**src/rtl/rxerr_pkg.sv**
```systemverilog
package rxerr_pkg;

    typedef struct packed {
        logic unlock;
        logic val;
        logic len;
        logic bip;
        logic par;
    } rx_flags_t;

    localparam int FLAG_N = $bits(rx_flags_t);

    function automatic int hold_frames(input int base, input logic [1:0] sel);
        return base << sel;
    endfunction

endpackage

```
**src/rtl/rxerr_sticky.sv**
```systemverilog
module rxerr_sticky #(
    parameter int N = 5
) (
    input  logic         clk,
    input  logic         rst,
    input  logic         clr,
    input  logic [N-1:0] ev,
    output logic [N-1:0] q
);
    for (genvar i = 0; i < N; i++) begin : g_bit
        logic bit_q;
        always_ff @(posedge clk) begin
            if (rst) bit_q <= 1'b0;
            else     bit_q <= (bit_q & ~clr) | ev[i];
        end
        assign q[i] = bit_q;
    end
endmodule

```
**src/rtl/rxerr_stc.sv**
```systemverilog
module rxerr_stc #(
    parameter int WORD_W       = 6,
    parameter int BLOCK_FRAMES = 192
) (
    input  logic              clk,
    input  logic              rst,
    input  logic              fs_tick,
    input  logic [WORD_W-1:0] word,
    input  logic              rd_clr,
    output logic              flag
);
    localparam int BW = $clog2(BLOCK_FRAMES + 1);

    logic [WORD_W-1:0] prev_q;
    logic [BW-1:0]     seen_q;
    logic              armed;
    logic              hit;
    logic              flag_q;

    assign armed = (seen_q == BW'(BLOCK_FRAMES));
    assign hit   = fs_tick && armed && (word != prev_q);

    always_ff @(posedge clk) begin
        if (rst) begin
            prev_q <= '0;
            seen_q <= '0;
            flag_q <= 1'b0;
        end else begin
            if (fs_tick) begin
                prev_q <= word;
                if (!armed) seen_q <= seen_q + BW'(1);
            end
            flag_q <= (flag_q & ~rd_clr) | hit;
        end
    end

    assign flag = flag_q;
endmodule

```
**src/rtl/rxerr_hold.sv**
```systemverilog
module rxerr_hold #(
    parameter int HOLD_BASE = 512
) (
    input  logic       clk,
    input  logic       rst,
    input  logic       pll_off,
    input  logic       active,
    input  logic       fs_tick,
    input  logic [1:0] sel,
    output logic       err
);
    import rxerr_pkg::*;
    localparam int CW = $clog2(HOLD_BASE * 8 + 1);

    logic [CW-1:0] cnt_q, cnt_n;
    logic          err_q;

    always_comb begin
        cnt_n = cnt_q;
        if (pll_off)                       cnt_n = '0;
        else if (active)                   cnt_n = CW'(hold_frames(HOLD_BASE, sel));
        else if (fs_tick && cnt_q != '0)   cnt_n = cnt_q - CW'(1);
    end

    always_ff @(posedge clk) begin
        if (rst) begin
            cnt_q <= '0;
            err_q <= 1'b0;
        end else begin
            cnt_q <= cnt_n;
            err_q <= !pll_off && (active || cnt_n != '0);
        end
    end

    assign err = err_q;
endmodule

```
**src/rtl/rxerr_merge.sv**
```systemverilog
module rxerr_merge #(
    parameter int HOLD_BASE    = 512,
    parameter int BLOCK_FRAMES = 192,
    parameter int WORD_W       = 6
) (
    input  logic              clk,
    input  logic              rst,
    input  logic              fs_tick,
    input  logic              par_err,
    input  logic              bip_err,
    input  logic              len_err,
    input  logic              val_flag,
    input  logic              unlock,
    input  logic [WORD_W-1:0] stat_word,
    input  logic              par_report_en,
    input  logic              stc_report_en,
    input  logic [1:0]        hold_sel,
    input  logic              serial_mode,
    input  logic              pll_off,
    input  logic              rd_stat1,
    input  logic              rd_stat2,
    output logic              err_out,
    output logic              stc_flag,
    output logic [4:0]        sticky
);
    import rxerr_pkg::*;

    rx_flags_t ev;
    logic      rx_err_any;
    logic      rx_err_on;
    logic      stc_on;
    logic      active;

    always_comb begin
        ev.par    = par_err;
        ev.bip    = bip_err;
        ev.len    = len_err;
        ev.val    = val_flag;
        ev.unlock = unlock;
    end

    rxerr_sticky #(.N(FLAG_N)) u_sticky (
        .clk (clk),
        .rst (rst),
        .clr (rd_stat2),
        .ev  (ev),
        .q   (sticky)
    );

    rxerr_stc #(.WORD_W(WORD_W), .BLOCK_FRAMES(BLOCK_FRAMES)) u_stc (
        .clk     (clk),
        .rst     (rst),
        .fs_tick (fs_tick),
        .word    (stat_word),
        .rd_clr  (rd_stat1),
        .flag    (stc_flag)
    );

    assign rx_err_any = ev.par | ev.bip | ev.len;
    assign rx_err_on  = rx_err_any & (~serial_mode | par_report_en);
    assign stc_on     = serial_mode & stc_report_en & stc_flag;
    assign active     = ev.unlock | rx_err_on | stc_on;

    rxerr_hold #(.HOLD_BASE(HOLD_BASE)) u_hold (
        .clk     (clk),
        .rst     (rst),
        .pll_off (pll_off),
        .active  (active),
        .fs_tick (fs_tick),
        .sel     (hold_sel),
        .err     (err_out)
    );
endmodule

```
**config.mk**
```make
export PLATFORM = sky130hd
export DESIGN_NAME = rxerr_merge
export DESIGN_NICKNAME = d
export VERILOG_FILES = /design/src/rtl/rxerr_pkg.sv /design/src/rtl/rxerr_sticky.sv /design/src/rtl/rxerr_stc.sv /design/src/rtl/rxerr_hold.sv /design/src/rtl/rxerr_merge.sv
export SDC_FILE = /design/constraint.sdc
export NUM_CORES = 1
export LEC_CHECK = 0
export ABC_AREA = 1
export BUFFER_PORTS_ARGS = -buffer_cell sky130_fd_sc_hd__buf_2
export CAP_MARGIN = 20
export CORE_AREA = 2 2 72 74
export CTS_CLUSTER_DIAMETER = 30
export DETAILED_ROUTE_END_ITERATION = 8
export DIE_AREA = 0 0 74 76
export PLACE_DENSITY = 0.55
export SKIP_LAST_GASP = 1
export SLEW_MARGIN = 15
export SYNTH_ARGS = -nofsm -noshare
export SYNTH_HDL_FRONTEND = slang
export SYNTH_SLANG_ARGS = --single-unit
```
**constraint.sdc**
```tcl
create_clock -name clk -period 3.4 [get_ports clk]
set_input_delay 0.85 -clock clk [delete_from_list [all_inputs] [get_ports clk]]
set_output_delay 0.85 -clock clk [all_outputs]
set_load 0.01 [all_outputs]
```
Yosys cells after proc, flatten, opt, wreduce, memory -nomap -nowiden
Cells that the tools add are included.
{ "op_classes": {"addsub": 2, "n_eq_ne": 2, "n_reduce_logical": 9, "bitwise": 24, "muxes": 3, "n_shift": 1} }
{ "op_table": {"columns": ["operator", "n"], "rows": [
  ["$mux 13", 3],
  ["$reduce_bool 13->1", 2],
  ["$shl 10x2->13 const A", 1],
  ["$sub 13x1->13 const B", 1],
  ["$or 1x1->1", 11],
  ["$and 1x1->1", 9],
  ["$add 8x1->8 const B", 1],
  ["$eq 8x8->1 const B", 1],
  ["$ne 6x6->1", 1],
  ["$logic_and 1x1->1", 4],
  ["$not 1->1", 4],
  ["$reduce_and 2->1", 1],
  ["$logic_not 1->1", 1],
  ["$logic_or 1x1->1", 1]
]} }
{ "totals": {"elab_cells": 51, "in_bits": 22, "regBits": 34, "out_inout_bits": 7} }

Depth between registers and ports, before layout
{ "logic_depth": {"ltp_word": 10, "mapped_depth": 15, "ltp_nobuf": 14} }

Hierarchy
From an unflattened synthesis, not the netlist that was laid out.
{ "hier_totals": {"hier_cells": 339, "hier_area_um2": 2099.5} }
{ "modules_own_cells": {"columns": ["mod", "seq_area_each_um2", "instances", "cells_each", "area_each_um2"], "rows": [
  ["rxerr_hold", 280.3, 1, 177, 1042.2],
  ["rxerr_stc", 300.3, 1, 125, 810.8],
  ["rxerr_sticky", 100.1, 1, 26, 203.9],
  ["rxerr_merge", 0.0, 1, 11, 42.5]
]} }

Least setup slack after synthesis
No wires, ideal clock.
{ "synth_path": {"path_kind": "input to register", "from": "input port len_err", "to": "register u_hold.err_q, in the netlist u_hold.err", "setup_ns": 0.064, "required_ns": 3.336, "slack_ns": 1.495, "cell_stages": 11, "n_path_buf": 0, "arrival_ns": 1.841, "path_cell_list": "inv_1 -> nand3_1 -> nand2_1 -> nand3_1 -> nor2_2 -> inv_1 -> o31ai_1 -> nand2_1 -> nand3_1 -> nor2_1 -> nor2_1"} }
{ "synth_via": {"elab_chain_cells": 9} }
{ "synth_lines": {"columns": ["element", "line_no", "text"], "rows": [
  ["start: declaration", "rxerr_merge.sv:11", "input logic len_err,"],
  ["$or 1x1->1 *", "rxerr_merge.sv:59", "assign rx_err_any = ev.par | ev.bip | ev.len;"],
  ["$and 1x1->1 *", "rxerr_merge.sv:60", "assign rx_err_on = rx_err_any & (~serial_mode | par_report_en);"],
  ["$or 1x1->1 * (2 in series)", "rxerr_merge.sv:62", "assign active = ev.unlock | rx_err_on | stc_on;"],
  ["$mux 13", "rxerr_hold.sv:21", "else if (active) cnt_n = CW'(hold_frames(HOLD_BASE, sel));"],
  ["$mux 13", "rxerr_hold.sv:20", "if (pll_off) cnt_n = '0;"],
  ["$reduce_bool 13->1", "rxerr_hold.sv:31", "err_q <= !pll_off && (active || cnt_n != '0);"],
  ["$logic_or 1x1->1 *", "rxerr_hold.sv:31", null],
  ["$logic_and 1x1->1 *", "rxerr_hold.sv:31", null],
  ["end signal: assignment", "rxerr_hold.sv:31", null],
  ["end: declaration", "rxerr_hold.sv:16", "logic err_q;"]
]} }
Mark *: on every way between the ends. The rest lies on a longest branch, timed or not.
A chain may end at the register's enable or synchronous reset.

Final worst setup path
{ "layout_path": {"from": "register u_hold.cnt_q[0]", "to": "register u_hold.err_q, in the netlist u_hold.err"} }
{ "layout_via": {"elab_chain_cells": 8, "word_cells_on_any_way": 9, "classes_between": "add/sub: 1; mux: 3; reduce/logical: 5"} }
{ "layout_lines": {"columns": ["element", "line_no", "text"], "rows": [
  ["start: declaration", "rxerr_hold.sv:15", "logic [CW-1:0] cnt_q, cnt_n;"],
  ["start signal: assignment", "rxerr_hold.sv:30", "cnt_q <= cnt_n;"],
  ["branches (longest 2 deep; another with $sub 13x1->13)", null, null],
  ["$mux 13 *", "rxerr_hold.sv:22", "else if (fs_tick && cnt_q != '0) cnt_n = cnt_q - CW'(1);"],
  ["$mux 13 *", "rxerr_hold.sv:21", null],
  ["$mux 13 *", "rxerr_hold.sv:20", null],
  ["$reduce_bool 13->1 *", "rxerr_hold.sv:31", null],
  ["$logic_or 1x1->1 *", "rxerr_hold.sv:31", null],
  ["$logic_and 1x1->1 *", "rxerr_hold.sv:31", null]
]} }
Every way passes the cells marked *.

==> metrics.cfg <==
[worst_setup_path]
path_class = reg -> reg
critPathCaptureType = flop
start_kind = flop
cp_max_fo = 12
cp.required_ps = 3580
arrival_ps = 2230

[detailed_routing]
via_per_inst = 4.60
wl_met1_um = 1870
drtIter0Drc = 101
avgRoutedWirePerCell_um = 10.5
wirelength_um = 3930
drcViolationCount = 0
wl_met3_um = 118
highest-signal-layer = met4
ant_nets = 0
drt_pass1_iterations = 4
met2WireLength_um = 1900
num_vias = 1721

[placed_design]
hpwl_um = 2880
place_congestion = 0.819
place_ws_ps = 1050
place_inst = 367
portBuffers = 28
post_dp_cell_area_sq_um = 2030

[clock_tree]
numCtsBuffers = 5
cts_root_buffer = clkbuf_8
cts_setup_buffers = 0
htreeDepth = 2
cts.sinks = 34
clk_latency_ps = 280
clk_pin_slew_ps = 70
cts_tree = built
cts_resized = 0
cts_max_path_buffers = 2
cts_hold_buf = 0

[sta]
tightest_slew_ps = 463
clock_skew_ps = 8.49
setup_tns_ps = 0
period_share_pct = 60.2
finalSetupViolCount = 0
rsz0062_at_grt = false
fin_ws_ps = 1350
period_minus_slack_ps = 2050
final-hold-violation-count = 0
fmaxAchievable_mhz = 489
max-slew-margin-rel_pct = 68.9
slew_violations = 0

[floorplanning]
die_w_um = 74
design.core.area_sq_um = 4910
rows = 26
die_y_um = 76
start_util_pct = 38.4
die-area_sq_um = 5620
ioPinCount = 29

[power]
p_int_w = 0.000604
vdd_drop_max_uv = 176
cellLeakagePower_nw = 1.00
powerDensity_nw_per_um2 = 395
p_sw_share_pct = 27.4
comb_power_share_pct = 15.9
p_sw_w = 0.000228
seq_power_share_pct = 50.7
power.share.clock_pct = 33.4

[global_routing]
antenna_found_initial = 0
grt_use_total_pct = 16.2
grt_pass1_wl_um = 7190
grt_max_degree = 24
overflow = 0
first_global_vias = 1713

[cells_and_area]
final_util_pct = 42.8
diodes = 0
syn_to_final_growth_pct = 11.7
final_cell_mix = nand2_1, nor2_1, inv_1, dfxtp_1, buf_2
layout_commonest_cell = nand2_1
layout.nets = 329
final_area_sq_um = 2100
drive_gt1_share_pct = 14.5
fillers = 514
final_cells = 374

[yosys]
synthXorXnorAreaFrac_pct = 1.86
synth_top_cell_by_area = dfxtp_1
netlist_area_sq_um = 1880
syn_nets = 306
ys_seq_area_share_pct = 36.1
synth_compound_area_share_pct = 10.1
synth_top_family_by_area = simple AND/OR/NAND/NOR gates
ys_warn_count = 0
netlist.area_leader.share_pct = 36.1
synth_area_leaders = dfxtp_1, nand2_1, nor2_1
synth_fa_ha_area_share_pct = 1.99
syn_area_per_cell_sq_um = 6.71
synthSimpleGateAreaFrac_pct = 38.7
postSynthCellCount = 281
synthMuxAreaShare_pct = 0
synth_cell_types = 29
yosys_register_bits = 34

[hold_path]
min_path_type = reg -> reg

[run_status]
status = completed

[run]
cap_violations = 0

==> synth_stat cells <==
| library cell | n |
|---|---|
| or2_2 | 1 |
| ha_1 | 3 |
| a21oi_1 | 17 |
| buf_6 | 1 |
| o21a_1 | 1 |
| nor3b_1 | 1 |
| nand3b_1 | 5 |
| clkbuf_1 | 4 |
| nand2_4 | 2 |
| a211oi_1 | 1 |
| nand2_2 | 2 |
| nand3_1 | 25 |
| nor3_1 | 5 |
| o21ai_1 | 1 |
| xnor2_1 | 3 |
| nor2_2 | 1 |
| buf_8 | 1 |
| nor2_4 | 2 |
| inv_1 | 34 |
| o31ai_1 | 2 |
| buf_4 | 5 |
| nand3_2 | 3 |
| buf_2 | 1 |
| nor2_1 | 44 |
| nand2_1 | 60 |
| o21ai_0 | 14 |
| xor2_1 | 1 |
| nand4_1 | 7 |
| dfxtp_1 | 34 |
==> metrics by stage <==
step / hold WS, ps / power [W]
finish: 464 / 0.000832
global route: 491 / 0.000886
CTS: 467 / 0.000847
detailed placement: 456 / 0.000563
global placement: 456 / 0.000563
floorplan: 440 / 0.000537
==> critical path, cell delays in order (launching register included) <==
cell     delay [ps]
dfxtp_1         310
inv_1           160
ha_1            300
nand2_2         110
nor2_4          190
nand2_4         150
nand2_4         150
nand2_1          70
nand3_1         100
nand2_1          60
nor2_1          110
nand3_1          80
nor2_1          100
nor2_1           50
==> sequential cells by signal, summed over array words and instances (netlist names) <==
register / flops
u_stc.prev_q: 6
u_hold.cnt_q: 13
u_hold.err: 1
u_stc.seen_q: 8
u_sticky.g_bit.bit_q: 5
u_stc.flag: 1
==> per-layer routing <==
layer  track usage [%]  vias to the layer above
met1              19.7                      760
met4              6.55                        0
met3              4.23                        2
li1                  -                      939
met2              26.8                       20
met5                 0                        -
==> final cells by class <==
| type | count | area (sq um) | area share [%] |
|---|---|---|---|
| clock buffer | 7 | 76.3 | 3.63 |
| inverter | 34 | 128 | 6.06 |
| multi-input combinational | 201 | 992 | 47.1 |
| sequential | 34 | 681 | 32.3 |
| tap | 70 | 87.6 | 4.16 |
| timing repair buffer | 28 | 140 | 6.66 |
==> cells by family (layout without fill, tap and decap cells) <==
family / count (synthesis) / after routing
AND/OR/NAND/NOR: 158 / 158
buffers and inverters: 46 / 69
AO/OA/AOI/OAI: 36 / 36
flip-flops: 34 / 34
XOR/XNOR: 4 / 4
adder cells (fa/ha/maj): 3 / 3
==> final timing paths <==
check                                              from                       to  slack, ps  cells past startpoint
worst max-delay path                    u_hold.cnt_q[0]               u_hold.err       1350                     13
worst min-delay path            u_sticky.g_bit[2].bit_q  u_sticky.g_bit[2].bit_q        460                      2
worst max register to register          u_hold.cnt_q[0]               u_hold.err       1350                     13
worst min register to register  u_sticky.g_bit[2].bit_q  u_sticky.g_bit[2].bit_q        460                      2
==> power by group through the flow <==
stage                     Clock, W  Sequential [W]  Combinational [W]
after global placement           0        0.000430           0.000133
final                     0.000278        0.000421           0.000132
after CTS                 0.000292        0.000422           0.000133
after detailed placement         0        0.000430           0.000133
after floorplan                  0        0.000429           0.000108
after global routing      0.000309        0.000423           0.000155
(Power assumes the default switching activity.)
